==> src/rtl/hzd_pkg.sv <==
package hzd_pkg;

    localparam int NUM_CAUSE = 3;

    typedef enum int {
        CAUSE_LOAD_USE = 0,
        CAUSE_BR_EX    = 1,
        CAUSE_BR_MEMLD = 2
    } hzd_cause_e;

    typedef struct packed {
        logic pc_we;
        logic ifid_we;
        logic bubble;
    } hzd_ctl_t;

endpackage

==> src/rtl/hzd_dest_match.sv <==
module hzd_dest_match #(
    parameter int REG_AW = 5
) (
    input  logic [REG_AW-1:0] dest,
    input  logic              dest_valid,
    input  logic [REG_AW-1:0] src_a,
    input  logic              use_a,
    input  logic [REG_AW-1:0] src_b,
    input  logic              use_b,
    output logic              hit
);
    localparam logic [REG_AW-1:0] ZERO_REG = '0;

    logic nonzero_d;
    logic hit_a_d;
    logic hit_b_d;

    always_comb begin
        nonzero_d = (dest != ZERO_REG);
        hit_a_d   = use_a && (src_a == dest);
        hit_b_d   = use_b && (src_b == dest);
        hit       = dest_valid && nonzero_d && (hit_a_d || hit_b_d);
    end
endmodule

==> src/rtl/hzd_stall_merge.sv <==
module hzd_stall_merge #(
    parameter int N = 3
) (
    input  logic [N-1:0] cause,
    output logic         stall
);
    always_comb begin
        stall = |cause;
    end
endmodule

==> src/rtl/hzd_stall_ctl.sv <==
module hzd_stall_ctl
    import hzd_pkg::*;
#(
    parameter int REG_AW = 5
) (
    input  logic              clk,
    input  logic              rst_n,
    input  logic [REG_AW-1:0] id_rs1,
    input  logic [REG_AW-1:0] id_rs2,
    input  logic              id_use_rs1,
    input  logic              id_use_rs2,
    input  logic              id_is_branch,
    input  logic [REG_AW-1:0] ex_rd,
    input  logic              ex_mem_read,
    input  logic              ex_reg_write,
    input  logic [REG_AW-1:0] mem_rd,
    input  logic              mem_mem_read,
    output logic              pc_we,
    output logic              ifid_we,
    output logic              idex_bubble
);
    localparam logic [REG_AW-1:0] ZERO_REG = '0;

    // Per-cause destination and qualifier
    logic [REG_AW-1:0] cause_dest  [NUM_CAUSE];
    logic [NUM_CAUSE-1:0] cause_en;
    logic [NUM_CAUSE-1:0] cause_hit;
    logic              stall;
    hzd_ctl_t          ctl_d;

    always_comb begin
        cause_dest[CAUSE_LOAD_USE] = ex_rd;
        cause_en[CAUSE_LOAD_USE]   = ex_mem_read;
        cause_dest[CAUSE_BR_EX]    = ex_rd;
        cause_en[CAUSE_BR_EX]      = id_is_branch && (ex_reg_write || ex_mem_read);
        cause_dest[CAUSE_BR_MEMLD] = mem_rd;
        cause_en[CAUSE_BR_MEMLD]   = id_is_branch && mem_mem_read;
    end

    for (genvar g = 0; g < NUM_CAUSE; g++) begin : g_match
        hzd_dest_match #(.REG_AW(REG_AW)) u_match (
            .dest       (cause_dest[g]),
            .dest_valid (cause_en[g]),
            .src_a      (id_rs1),
            .use_a      (id_use_rs1),
            .src_b      (id_rs2),
            .use_b      (id_use_rs2),
            .hit        (cause_hit[g])
        );
    end

    hzd_stall_merge #(.N(NUM_CAUSE)) u_merge (
        .cause (cause_hit),
        .stall (stall)
    );

    always_comb begin
        ctl_d.pc_we   = !stall;
        ctl_d.ifid_we = !stall;
        ctl_d.bubble  = stall;
        pc_we         = ctl_d.pc_we;
        ifid_we       = ctl_d.ifid_we;
        idex_bubble   = ctl_d.bubble;
    end

    // load in execute feeding a used source stalls
    a_r1_load_use: assert property (@(posedge clk) disable iff (!rst_n)
        (ex_mem_read && ex_rd != ZERO_REG &&
         ((id_use_rs1 && id_rs1 == ex_rd) || (id_use_rs2 && id_rs2 == ex_rd)))
        |-> (!pc_we && idex_bubble));

    // outputs consistent with each other
    a_r2_enables_agree: assert property (@(posedge clk) disable iff (!rst_n)
        (pc_we == ifid_we) && (idex_bubble == !ifid_we));

    // register zero everywhere never stalls
    a_r3_zero_dest: assert property (@(posedge clk) disable iff (!rst_n)
        (ex_rd == ZERO_REG && mem_rd == ZERO_REG) |-> (pc_we && !idex_bubble));

    // no sources used means no stall
    a_r4_no_sources: assert property (@(posedge clk) disable iff (!rst_n)
        (!id_use_rs1 && !id_use_rs2) |-> pc_we);

    // branch behind any execute-stage writer stalls
    a_r5_branch_ex: assert property (@(posedge clk) disable iff (!rst_n)
        (id_is_branch && ex_reg_write && ex_rd != ZERO_REG &&
         id_use_rs1 && id_rs1 == ex_rd) |-> !ifid_we);

    // branch behind a memory-stage load stalls
    a_r6_branch_memld: assert property (@(posedge clk) disable iff (!rst_n)
        (id_is_branch && mem_mem_read && mem_rd != ZERO_REG &&
         id_use_rs2 && id_rs2 == mem_rd) |-> !ifid_we);

    // nothing writing in execute and no memory load means no stall
    a_r8_quiet: assert property (@(posedge clk) disable iff (!rst_n)
        (!ex_mem_read && !ex_reg_write && !mem_mem_read) |-> (pc_we && !idex_bubble));

endmodule

==> config.mk <==
export PLATFORM = sky130hd
export DESIGN_NAME = hzd_stall_ctl
export DESIGN_NICKNAME = d
export VERILOG_FILES = /design/src/rtl/hzd_pkg.sv /design/src/rtl/hzd_dest_match.sv /design/src/rtl/hzd_stall_merge.sv /design/src/rtl/hzd_stall_ctl.sv
export SDC_FILE = /design/constraint.sdc
export NUM_CORES = 1
export LEC_CHECK = 0
export CORE_AREA = 4 4 41 43
export DETAILED_ROUTE_END_ITERATION = 8
export DIE_AREA = 0 0 45 47
export SYNTH_ARGS = -nofsm -noshare
export SYNTH_HDL_FRONTEND = slang
export SYNTH_SLANG_ARGS = --single-unit
==> constraint.sdc <==
create_clock -name vclk -period 1.6
set_input_delay 0.16 -clock vclk [all_inputs]
set_output_delay 0.16 -clock vclk [all_outputs]
set_load 0.02 [all_outputs]
==> flow_summary.yaml <==
critical_path:
  crit_arrival_ps: 1310
  path_max_fanout: 2
  worst-setup-path-type: "in2out"
  worstPathRequired_ps: 1440
  startpoint: "mem_rd[1]"
  endpoint_kind: "output pin"
  start_kind: "input port"
drt:
  drtPass1Iterations: 4
  wirelength_um: 1080
  vias: 405
  routedWlPerCell_um: 12.00
  viasPerCell: 4.500
  final_antenna_net_count: 0
  drt-initial-drc-count: 3
  drc: 0
timing:
  final_hold_viol_count: 0
  finalCritPeriodShare_pct: 92.03
  rsz0062_at_grt: "no"
  fin_setup_tns_ps: 0
  finalSetupViolCount: 0
  slew_headroom_pct: 85.52
  postLayoutSetupSlackWorst_ps: 127.5
  fmax_mhz: 679.1
  final.min_clock_period_ps: 1473
  worstMarginPinSlew_ps: 215.6
  drv_slew: 0
die:
  row_count: 13
  dieArea_mm2: 0.002115
  start_util_pct: 22.02
  die_height_um: 47
  io_pins: 31
  core-area_mm2: 0.001301
  die_w_um: 45
cells_and_area:
  nets: 105
  antennaDiodeCount: 0
  seq_cells: 0
  seq_area_um2: 0
  finish.utilization_pct: 48.75
  drive_gt1_share_pct: 21.33
  stdcell_area_um2: 634.4
  clkbuf_count: 0
  area_delta_synth_final_pct: 121.4
global_route:
  gr-usage-met1_pct: 14.38
  grtUsageMet2_pct: 18.36
  grt-busiest-layer: "met2"
  grt_start_max_net_pins: 4
  grt_usage_pct: 10.39
  grt_pass1_wl_um: 1697
  first_global_vias: 413
  antenna_found_initial: 0
  grt_remaining_overflow: 0
  grt_use_met3_pct: 1.149
synth:
  postSynthNetCount: 67
  synth_warnings: 0
  synth_top_area_share_pct: 61.14
  synthTopCellsByArea: "xnor2_1 (61%), nand4_1 (8.7%), nand2_1 (5.2%), o22ai_1 (4.4%), a21oi_1 (3.5%)"
  seq_area_frac_synth_pct: 0
  syn_area_per_cell_um2: 7.347
  synth_area_leader_cell: "xnor2_1"
  syn_area_um2: 286.5
  ys_types: 12
  synth_cells: 39
status:
  status: "finished clean"
placed_design:
  numPortBuffers: 29
  dpl_worst_slack_ps: -641.3
  postPlaceCellArea_um2: 653.1
  gp_congestion: 0.7871
  hpwl_um: 969.6
power_and_ir_drop:
  powerDensity_mw_per_mm2: 248.0
  vdd_drop_max_mv: 0.1069
  leakagePower_uw: 0.0002578
clock_tree:
  cts_setup_buffers: 0
run:
  drv_cap: 0
worst_hold_path:
  hold_path_class: "in2out"
  worstHoldStart: "mem_rd[0]"
metrics by stage:
stage                     std cells  hold slack, ps  total power (uW)
final                            90           922.3             157.3
after floorplan                  39           596.5             64.68
after detailed placement         90            1586             172.1
after global placement           90            1586             172.9
after global routing             90           977.0             170.7
after CTS                        90            1024             160.0
layer usage:
metal  wire length (um)  vias up  share of wire [%]
met1                476      172                 44
li1                   -      212                  -
met2                456       21                 42
met4                  0        0                  0
met5                  0        -                  0
met3                146        0                 14
synth_stat cells:
cell type and n:
nor3_1 1, nor2_1 1, xnor2_1 20, a21oi_1 2, or3_1 1, a22o_1 1, nand4_1 4, o311a_1 1
a22oi_1 1, nand2_1 4, o22ai_1 2, buf_4 1
cell usage in the layout, fill, tap and decap left out:
cell              n
buf_6             1
clkdlybuf4s50_1   6
o311a_1           1
dlygate4sd2_1    16
a21oi_1           2
or3_1             1
o22ai_2           2
clkdlybuf4s15_1   1
nor3_1            1
a22oi_2           1
a22o_1            1
nor2_1            1
buf_4            10
dlymetal6s2s_1    1
xnor2_1          20
nand2_1           4
clkbuf_2          2
nand4_1           4
layout make-up:
| type | count | area (um2) |
|---|---|---|
| Fill cell | 151 | 666.9 |
| Timing Repair Buffer | 37 | 319.1 |
| Multi-Input combinational cell | 38 | 296.5 |
| Tap cell | 15 | 18.77 |
worst paths after layout:
path	slack, ps	cells past startpoint	to
max	130	5	ifid_we
min	920	5	pc_we
cells by family (layout without fill, tap and decap cells):
group | count (synthesis) | in the layout | share of synthesized area (%)
buffers and inverters | 1 | 37 | 2.621
and+or+nand+nor | 11 | 11 | 19.21
AOI/OAI and AO/OA | 7 | 7 | 17.03
xor gates and xnor gates | 20 | 20 | 61.14
where the power goes:
part / switching (uW) / total [uW] / internal [uW] / leakage (uW)
logic: 62.8 / 157 / 94.6 / 0.000258
clock network: 0 / 0 / 0 / 0
registers: 0 / 0 / 0 / 0
total: 62.8 / 157 / 94.6 / 0.000258
critical path: stages:
cell and delay, ps:
clkdlybuf4s15_1 170, or3_1 310, o311a_1 330, a22oi_2 170, buf_4 170
timing repair:
item / CTS / global route
endpoints found under the setup margin: 3 / 2
endpoints found under the hold margin: 0 / 0
resized for setup: 39 / 4
pin swaps: 9 / 6
hold buffers: 0 / 0
Power figures use the tool's default switching activity.
